File: config.mk
export PLATFORM = sky130hd
export DESIGN_NAME = cmp_timer64
export DESIGN_NICKNAME = d
export VERILOG_FILES = /design/src/rtl/ctm_pkg.sv /design/src/rtl/ctm_regs.sv /design/src/rtl/ctm_counter.sv /design/src/rtl/ctm_compare.sv /design/src/rtl/cmp_timer64.sv
export SDC_FILE = /design/constraint.sdc
export NUM_CORES = 1
export LEC_CHECK = 0
export BUFFER_PORTS_ARGS = -buffer_cell sky130_fd_sc_hd__buf_2
export CAP_MARGIN = 15
export CORE_MARGIN = 4
export CORE_UTILIZATION = 57
export CTS_CLUSTER_DIAMETER = 80
export DETAILED_ROUTE_END_ITERATION = 10
export GPL_TIMING_DRIVEN = 0
export PLACE_DENSITY = 0.78
export SLEW_MARGIN = 20
export SYNTH_ARGS = -nofsm -noshare
export SYNTH_HDL_FRONTEND = slang
export SYNTH_HIERARCHICAL = 1
export SYNTH_SLANG_ARGS = --single-unit
File: constraint.sdc
create_clock -name clk -period 2.8 [get_ports clk]
set_input_delay 0.28 -clock clk [delete_from_list [all_inputs] [get_ports clk]]
set_output_delay 0.28 -clock clk [all_outputs]
set_load 0.005 [all_outputs]
File: src/rtl/ctm_pkg.sv
package ctm_pkg;

    // Number of word-aligned registers in the map
    localparam int unsigned NUM_REGS = 7;

    // Register index = byte offset / 4
    typedef enum logic [2:0] {
        SEL_CNT_LO = 3'd0,
        SEL_CNT_HI = 3'd1,
        SEL_CTRL   = 3'd2,
        SEL_STAT   = 3'd3,
        SEL_CMP_LO = 3'd4,
        SEL_CMP_HI = 3'd5,
        SEL_STEP   = 3'd6,
        SEL_NONE   = 3'd7
    } reg_sel_e;

    // Control word; run sits in bit 0, auto_inc in bit 3
    typedef struct packed {
        logic auto_inc;
        logic irq_en;
        logic cmp_arm;
        logic run;
    } ctrl_t;

    localparam int unsigned CTRL_W = $bits(ctrl_t);

    // Write strobes produced by the register decoder
    typedef struct packed {
        logic [1:0] cnt_half;   // [1] high word, [0] low word
        logic [1:0] cmp_half;
        logic       ctrl_wr;
        logic       step_wr;
        logic       stat_clr;
    } wr_strobe_t;

    function automatic reg_sel_e sel_from_offset(input logic [1:0] byte_lane,
                                                 input logic [2:0] word_idx,
                                                 input logic       in_range);
        if (byte_lane != 2'b00 || !in_range)
            return SEL_NONE;
        return reg_sel_e'(word_idx);
    endfunction

endpackage

File: src/rtl/ctm_regs.sv
module ctm_regs
    import ctm_pkg::*;
#(
    parameter int unsigned DATA_W = 32,
    parameter int unsigned ADDR_W = 5,
    localparam int unsigned CNT_W = 2 * DATA_W
) (
    input  logic              clk,
    input  logic              rst,
    input  logic [ADDR_W-1:0] addr,
    input  logic              we,
    input  logic [DATA_W-1:0] wdata,
    input  logic [CNT_W-1:0]  cnt_q,
    input  logic [CNT_W-1:0]  cmp_q,
    input  logic              flag_q,
    output ctrl_t             ctrl_q,
    output logic [DATA_W-1:0] step_q,
    output wr_strobe_t        strb,
    output logic [DATA_W-1:0] rdata
);

    logic [ADDR_W-1:0] word;
    reg_sel_e          sel;

    assign word = addr >> 2;
    assign sel  = sel_from_offset(addr[1:0], word[2:0], word < ADDR_W'(NUM_REGS));

    always_comb begin
        strb.cnt_half = {we && sel == SEL_CNT_HI, we && sel == SEL_CNT_LO};
        strb.cmp_half = {we && sel == SEL_CMP_HI, we && sel == SEL_CMP_LO};
        strb.ctrl_wr  = we && sel == SEL_CTRL;
        strb.step_wr  = we && sel == SEL_STEP;
        strb.stat_clr = we && sel == SEL_STAT && wdata[0];
    end

    always_ff @(posedge clk) begin
        if (rst) begin
            ctrl_q <= '0;
            step_q <= '0;
        end else begin
            if (strb.ctrl_wr)
                ctrl_q <= ctrl_t'(wdata[CTRL_W-1:0]);
            if (strb.step_wr)
                step_q <= wdata;
        end
    end

    always_comb begin
        case (sel)
            SEL_CNT_LO: rdata = cnt_q[DATA_W-1:0];
            SEL_CNT_HI: rdata = cnt_q[CNT_W-1:DATA_W];
            SEL_CTRL:   rdata = DATA_W'(ctrl_q);
            SEL_STAT:   rdata = DATA_W'(flag_q);
            SEL_CMP_LO: rdata = cmp_q[DATA_W-1:0];
            SEL_CMP_HI: rdata = cmp_q[CNT_W-1:DATA_W];
            SEL_STEP:   rdata = step_q;
            default:    rdata = '0;
        endcase
    end

endmodule

File: src/rtl/ctm_counter.sv
module ctm_counter #(
    parameter int unsigned DATA_W = 32,
    localparam int unsigned CNT_W = 2 * DATA_W
) (
    input  logic              clk,
    input  logic              rst,
    input  logic              run,
    input  logic [1:0]        wr_half,
    input  logic [DATA_W-1:0] wdata,
    output logic [CNT_W-1:0]  cnt_q
);

    logic [CNT_W-1:0] cnt_nxt;

    always_comb begin
        cnt_nxt = run ? cnt_q + CNT_W'(1) : cnt_q;
        // A software write to one half overrides that half of the increment
        for (int h = 0; h < 2; h++) begin
            if (wr_half[h])
                cnt_nxt[h*DATA_W +: DATA_W] = wdata;
        end
    end

    always_ff @(posedge clk) begin
        if (rst)
            cnt_q <= '0;
        else
            cnt_q <= cnt_nxt;
    end

endmodule

File: src/rtl/ctm_compare.sv
module ctm_compare #(
    parameter int unsigned DATA_W = 32,
    localparam int unsigned CNT_W = 2 * DATA_W
) (
    input  logic              clk,
    input  logic              rst,
    input  logic [CNT_W-1:0]  cnt_q,
    input  logic              cmp_arm,
    input  logic              auto_inc,
    input  logic [DATA_W-1:0] step_q,
    input  logic [1:0]        wr_half,
    input  logic [DATA_W-1:0] wdata,
    input  logic              stat_clr,
    output logic [CNT_W-1:0]  cmp_q,
    output logic              flag_q,
    output logic              hit
);

    logic [CNT_W-1:0] cmp_nxt;
    logic [CNT_W-1:0] step_ext;

    assign step_ext = CNT_W'(step_q);
    assign hit      = cmp_arm && (cnt_q >= cmp_q);

    always_comb begin
        cmp_nxt = (hit && auto_inc) ? cmp_q + step_ext : cmp_q;
        for (int h = 0; h < 2; h++) begin
            if (wr_half[h])
                cmp_nxt[h*DATA_W +: DATA_W] = wdata;
        end
    end

    always_ff @(posedge clk) begin
        if (rst) begin
            cmp_q  <= '0;
            flag_q <= 1'b0;
        end else begin
            cmp_q  <= cmp_nxt;
            // A new event wins over a clear in the same cycle
            flag_q <= hit || (flag_q && !stat_clr);
        end
    end

endmodule

File: src/rtl/cmp_timer64.sv
module cmp_timer64
    import ctm_pkg::*;
#(
    parameter int unsigned DATA_W = 32,
    parameter int unsigned ADDR_W = 5
) (
    input  logic              clk,
    input  logic              rst,
    input  logic [ADDR_W-1:0] bus_addr,
    input  logic              bus_we,
    input  logic [DATA_W-1:0] bus_wdata,
    output logic [DATA_W-1:0] bus_rdata,
    output logic              irq
);

    localparam int unsigned CNT_W = 2 * DATA_W;

    ctrl_t             ctrl_q;
    logic [DATA_W-1:0] step_q;
    wr_strobe_t        strb;
    logic [CNT_W-1:0]  cnt_q;
    logic [CNT_W-1:0]  cmp_q;
    logic              flag_q;
    logic              hit;

    ctm_regs #(.DATA_W(DATA_W), .ADDR_W(ADDR_W)) u_regs (
        .clk    (clk),
        .rst    (rst),
        .addr   (bus_addr),
        .we     (bus_we),
        .wdata  (bus_wdata),
        .cnt_q  (cnt_q),
        .cmp_q  (cmp_q),
        .flag_q (flag_q),
        .ctrl_q (ctrl_q),
        .step_q (step_q),
        .strb   (strb),
        .rdata  (bus_rdata)
    );

    ctm_counter #(.DATA_W(DATA_W)) u_counter (
        .clk     (clk),
        .rst     (rst),
        .run     (ctrl_q.run),
        .wr_half (strb.cnt_half),
        .wdata   (bus_wdata),
        .cnt_q   (cnt_q)
    );

    ctm_compare #(.DATA_W(DATA_W)) u_compare (
        .clk      (clk),
        .rst      (rst),
        .cnt_q    (cnt_q),
        .cmp_arm  (ctrl_q.cmp_arm),
        .auto_inc (ctrl_q.auto_inc),
        .step_q   (step_q),
        .wr_half  (strb.cmp_half),
        .wdata    (bus_wdata),
        .stat_clr (strb.stat_clr),
        .cmp_q    (cmp_q),
        .flag_q   (flag_q),
        .hit      (hit)
    );

    assign irq = flag_q && ctrl_q.irq_en;

endmodule

# == Word level (Yosys, flattened, before mapping) ==
# Index checks and enable logic that the tools add are counted.
# totals
ff_bits,165
input_bits,40
out_inout_bits,33
wordCells,52
# op_classes
add_sub_neg,2
order_cmp,2
eq_ne,6
mux,10
n_reduce_logical,22
# ops
cell,count
$pmux W32 S7,1
$mux W32,4
$mux W64,2
$add A64 B1 Y64 const B,1
$add A64 B32 Y64,1
$ge A64 B64 Y1,1
$logic_and A1 B1 Y1,12
$reduce_bool A2 Y1,5
$eq A3 B3 Y1 const B,3
$eq A3 B2 Y1 const B,2
$mux W3,2
$eq A3 B1 Y1 const B,1
$logic_not A3 Y1,1
$lt A3 B3 Y1 const B,1
$logic_not A1 Y1,2
$logic_or A1 B1 Y1,2
$mux W1,1

# == Longest topological paths before layout ==
# logic_depth
depth_word,11
depth_mapped,13
mapped_depth_nobuf,12

# == Modules after synthesis ==
# The synthesis kept the hierarchy.
# modules_own_cells
module,n_inst,cells_each,area_per_inst_um2,seq_area_each_um2
ctm_compare,1,898,6648.9,1301.2
ctm_counter,1,476,3747.3,1281.2
ctm_regs,1,326,2575.0,720.7
cmp_timer64,1,1,6.3,0.0

# == Least setup slack after synthesis ==
# No wires, ideal clock.
# synth_timing
kind,register -> register
start,register u_compare.cmp_q[0]
end,register u_compare.cmp_q[36]
setup_time_ps,91
arrival_time_ps,2978
required_ps,2709
slack_ps,-269
stages_incl_launch_ff,14
n_path_buf,1
period_less_slack_ps,3069
path_cell_list,dfxtp_1 -> ha_1 -> inv_1 -> fa_1 -> nand2b_1 -> a21o_1 -> a21oi_1 -> a31o_2 -> a21oi_2 -> a21oi_1 -> o2111ai_2 -> buf_6 -> or4_1 -> a311oi_1
# synth_between
elab_chain_len,4
word_cells_on_any_way,7
classes_between,1 x add/sub; 1 x order compare; 2 x mux; 3 x reduce/logical
# synth_rtl
element,line_no,rtl
"start, declared",ctm_compare.sv:14,"output logic [CNT_W-1:0] cmp_q,"
"start signal, assigned",ctm_compare.sv:38,cmp_q <= cmp_nxt;
$ge A64 B64 Y1,ctm_compare.sv:23,assign hit = cmp_arm && (cnt_q >= cmp_q);
$logic_and A1 B1 Y1,ctm_compare.sv:23,
$logic_and A1 B1 Y1,ctm_compare.sv:26,cmp_nxt = (hit && auto_inc) ? cmp_q + step_ext : cmp_q;
$reduce_bool A2 Y1 (no line),n/a,
# Parallel ways exist; a longest one is shown, timed or not. The select of a mux whose other input is x is not followed.
# A chain may end at the register's enable or synchronous reset.

# == Final worst setup path ==
# layout_timing
start,register u_compare.cmp_q[14]
end,register u_compare.cmp_q[36]
# Same word-level chain as after synthesis.

==> out/results.txt <==
Post-synthesis cell type count - 85
Failing checks - DRC, setup timing
Hold Slack - 154.9 ps
Final Cell Area - 15960 um2
GR Overflow Total - 0
Worst-Skew Late Latency - 430 ps
Post-synth EDFFs - 0
Outcome - finished, violations left
Core ar. - 22090 um2
Final GP Congestion - 1.072
CP Capture Type - register
All-Layer GR Usage - 40.99%
Max Clk Rate - 282.5 MHz
Tightest Pin Transition - 1157 ps
P_leak - 6.147 nW
Clk buf depth - 2
Post-DP HPWL - 40690 um
Setup-failing EPs final - 65
Starting Density - 58.74%
Synth Instances - 1701
Post-synth top area cell - dfxtp_1
Synth top area cells - dfxtp_1, ha_1, a21oi_1
Post-detailed-route count of antenna-violating nets - 0
HP Class - input port to register
Syn Nets - 1839
Footprint of the multi-input gates - 9612 um2
Fin crit period - 3540 ps
Clk_skew - 12.79 ps
Rel. slew slack - 22.14%
Worst path required time - 3120 ps
Routed wire length - 55990 um
Die area - 25250 um2
Kind of critical path - register to register
Total clock sinks - 165
FP Rows - 54
Avg Cell Area, Syn - 7.629 um2
Synthesized flop and latch total - 165
Vias in the first global route - 13575
Clock root cell - clkbuf_16
Seq/Total Area, Yosys - 25.45%
CTS buffer count - 17
Top-area cell type share of the netlist area - 25.45%
Routed WL per cell - 26.15 um
# IOs - 73
Worst-path fanout max - 7
Critical path arrival - 3860 ps
Largest net degree at the start of global routing - 17
Asr flop ratio synth - 0%
CTS clk-pin slew, worst paths - 70 ps
PD cells - 360.8 nW/um2
Register area - 3377 um2
Violation count after the first detailed-route iteration - 2483
RSZ-0062 raised after global routing - true
Initial antenna violation count - 0
DR vias/cell - 7.020
Area after DPL - 13720 um2
Die outline width - 158.9 um
# Max-Cap Violations - 0
CTS tree - done
Fillers - 1737
Fin crit share - 126.4%
Tot Pwr - 5.760 mW
# DRC - 1
Layout cells sized above 1 - 23.91%
Final Max Tran Viols - 0
Mapped cell area - 12980 um2
Setup ws final - -740.0 ps
First-pass DRT Iterations - 10
Die height - 158.9 um
Count leader, synth - nand2_1
Port Buffers - 70
Post-CTS Hold Buffers - 0
Synth top cells by count - nand2_1, dfxtp_1, nor2_1
# H-tree levels - 4
Final Hold Fails - 0
First-pass GRT wire length - 80940 um
Antenna diode instance count - 0
Vias - 15030
Layout area overhead - 23.00%
Most used DFF post-synth - dfxtp_1
TNS Setup - -37080 ps
Ys Warns - 6
Max VDD drop - 0.3617 mV
Nets@finish - 1988
Setup crit start kind - register
==> power breakdown <==
group	switching, mW	internal (mW)	total [mW]
Combinational	0.450	0.267	0.717
Clock	1.07	1.55	2.62
Sequential	0.0545	2.37	2.43
Total	1.57	4.19	5.76
==> placed cells by master, fill, tap and decap left out, drive strengths merged, types with 20 or more instances in the layout <==
cell type	synthesis	layout
nand3	43	43
ha	97	97
nand4	60	60
nor3	34	34
nand2	184	184
a311oi	37	37
buf	36	163
xor2	27	27
a21oi	153	153
or3	28	28
o31a	21	21
clkbuf	70	92
nor4	38	38
a211oi	47	47
o21ai	57	57
a22oi	60	60
mux2	32	32
xnor2	41	41
inv	103	104
nor2	163	163
a21o	28	28
dfxtp	165	165
and3	20	20
==> final timing paths <==
path                                                  startpoint  depth (start not counted)  slack, ps                                to
worst max-delay path            u_compare/cmp_q[14]$_SDFFE_PP0P_                         13       -740  u_compare/cmp_q[36]$_SDFFE_PP0P_
worst max register to register  u_compare/cmp_q[14]$_SDFFE_PP0P_                         13       -740  u_compare/cmp_q[36]$_SDFFE_PP0P_
worst min-delay path                               bus_wdata[27]                          3        150    u_regs/step_q[27]$_SDFFE_PP0P_
worst min register to register    u_regs/step_q[22]$_SDFFE_PP0P_                          2        480    u_regs/step_q[22]$_SDFFE_PP0P_
==> final cells by class <==
cell class	count	share of cell area, %
well taps	280	2.195
plain buffers	105	3.982
inverters	106	2.532
repair buffers	130	5.988
clock inverters	10	1.074
multi-input cells	1325	60.21
flip-flops and latches	165	21.16
clock buffers	20	2.861
==> routing by layer <==
metal | GRT usage, % | wire, um
met5 | 0 | 0
met2 | 64.21 | 24040
met4 | 17.55 | 3579
met3 | 8.346 | 6780
met1 | 55.16 | 21580
==> sequential cells by signal, indices dropped and copies added (netlist names) <==
name	count
u_counter/cnt_q	64
u_compare/cmp_q	64
u_regs/ctrl_q	4
u_regs/step_q	32
u_compare/flag_q	1
==> logic make-up after synthesis <==
kind of cell	Yosys count	synth area share, %
XOR/XNOR	68	4.589
adder cells (fa/ha/maj)	98	9.506
buffers and inverters	212	6.990
AND/OR/NAND/NOR	626	24.18
flip-flops	165	25.45
multiplexers	45	3.779
AO/OA/AOI/OAI	487	25.50
==> critical path, stage by stage, from the launching register on <==
cell       delay (ps)
dfxtp_1           410
inv_1             130
ha_4              300
nand4_1           180
nor4_2            210
a32oi_2           150
o211ai_1          310
a31oi_4           200
a311oi_4          320
buf_6             180
o2111ai_4         150
buf_6             180
or4_4             420
a311oi_2          280
==> stage by stage <==
| step | setup slack, ps | cells | utilization (%) |
|---|---|---|---|
| global placement | -1568 | 2051 | 62.06 |
| CTS | -585.1 | 2121 | 69.28 |
| finish | -740.0 | 2141 | 72.25 |
| detailed placement | -1199 | 2051 | 62.09 |
| floorplan | -83.46 | 1701 | - |
| global route | -745.9 | 2141 | 72.25 |
==> what timing repair did <==
| action | 4_1_cts | 5_1_grt |
|---|---|---|
| setup buffers | 35 | 25 |
| pin swaps | 59 | 48 |
| setup endpoints to repair | 76 | 85 |
| resized for setup | 153 | 132 |
| cloned | 6 | 1 |
No activity file was read; power rests on OpenSTA's default activity.
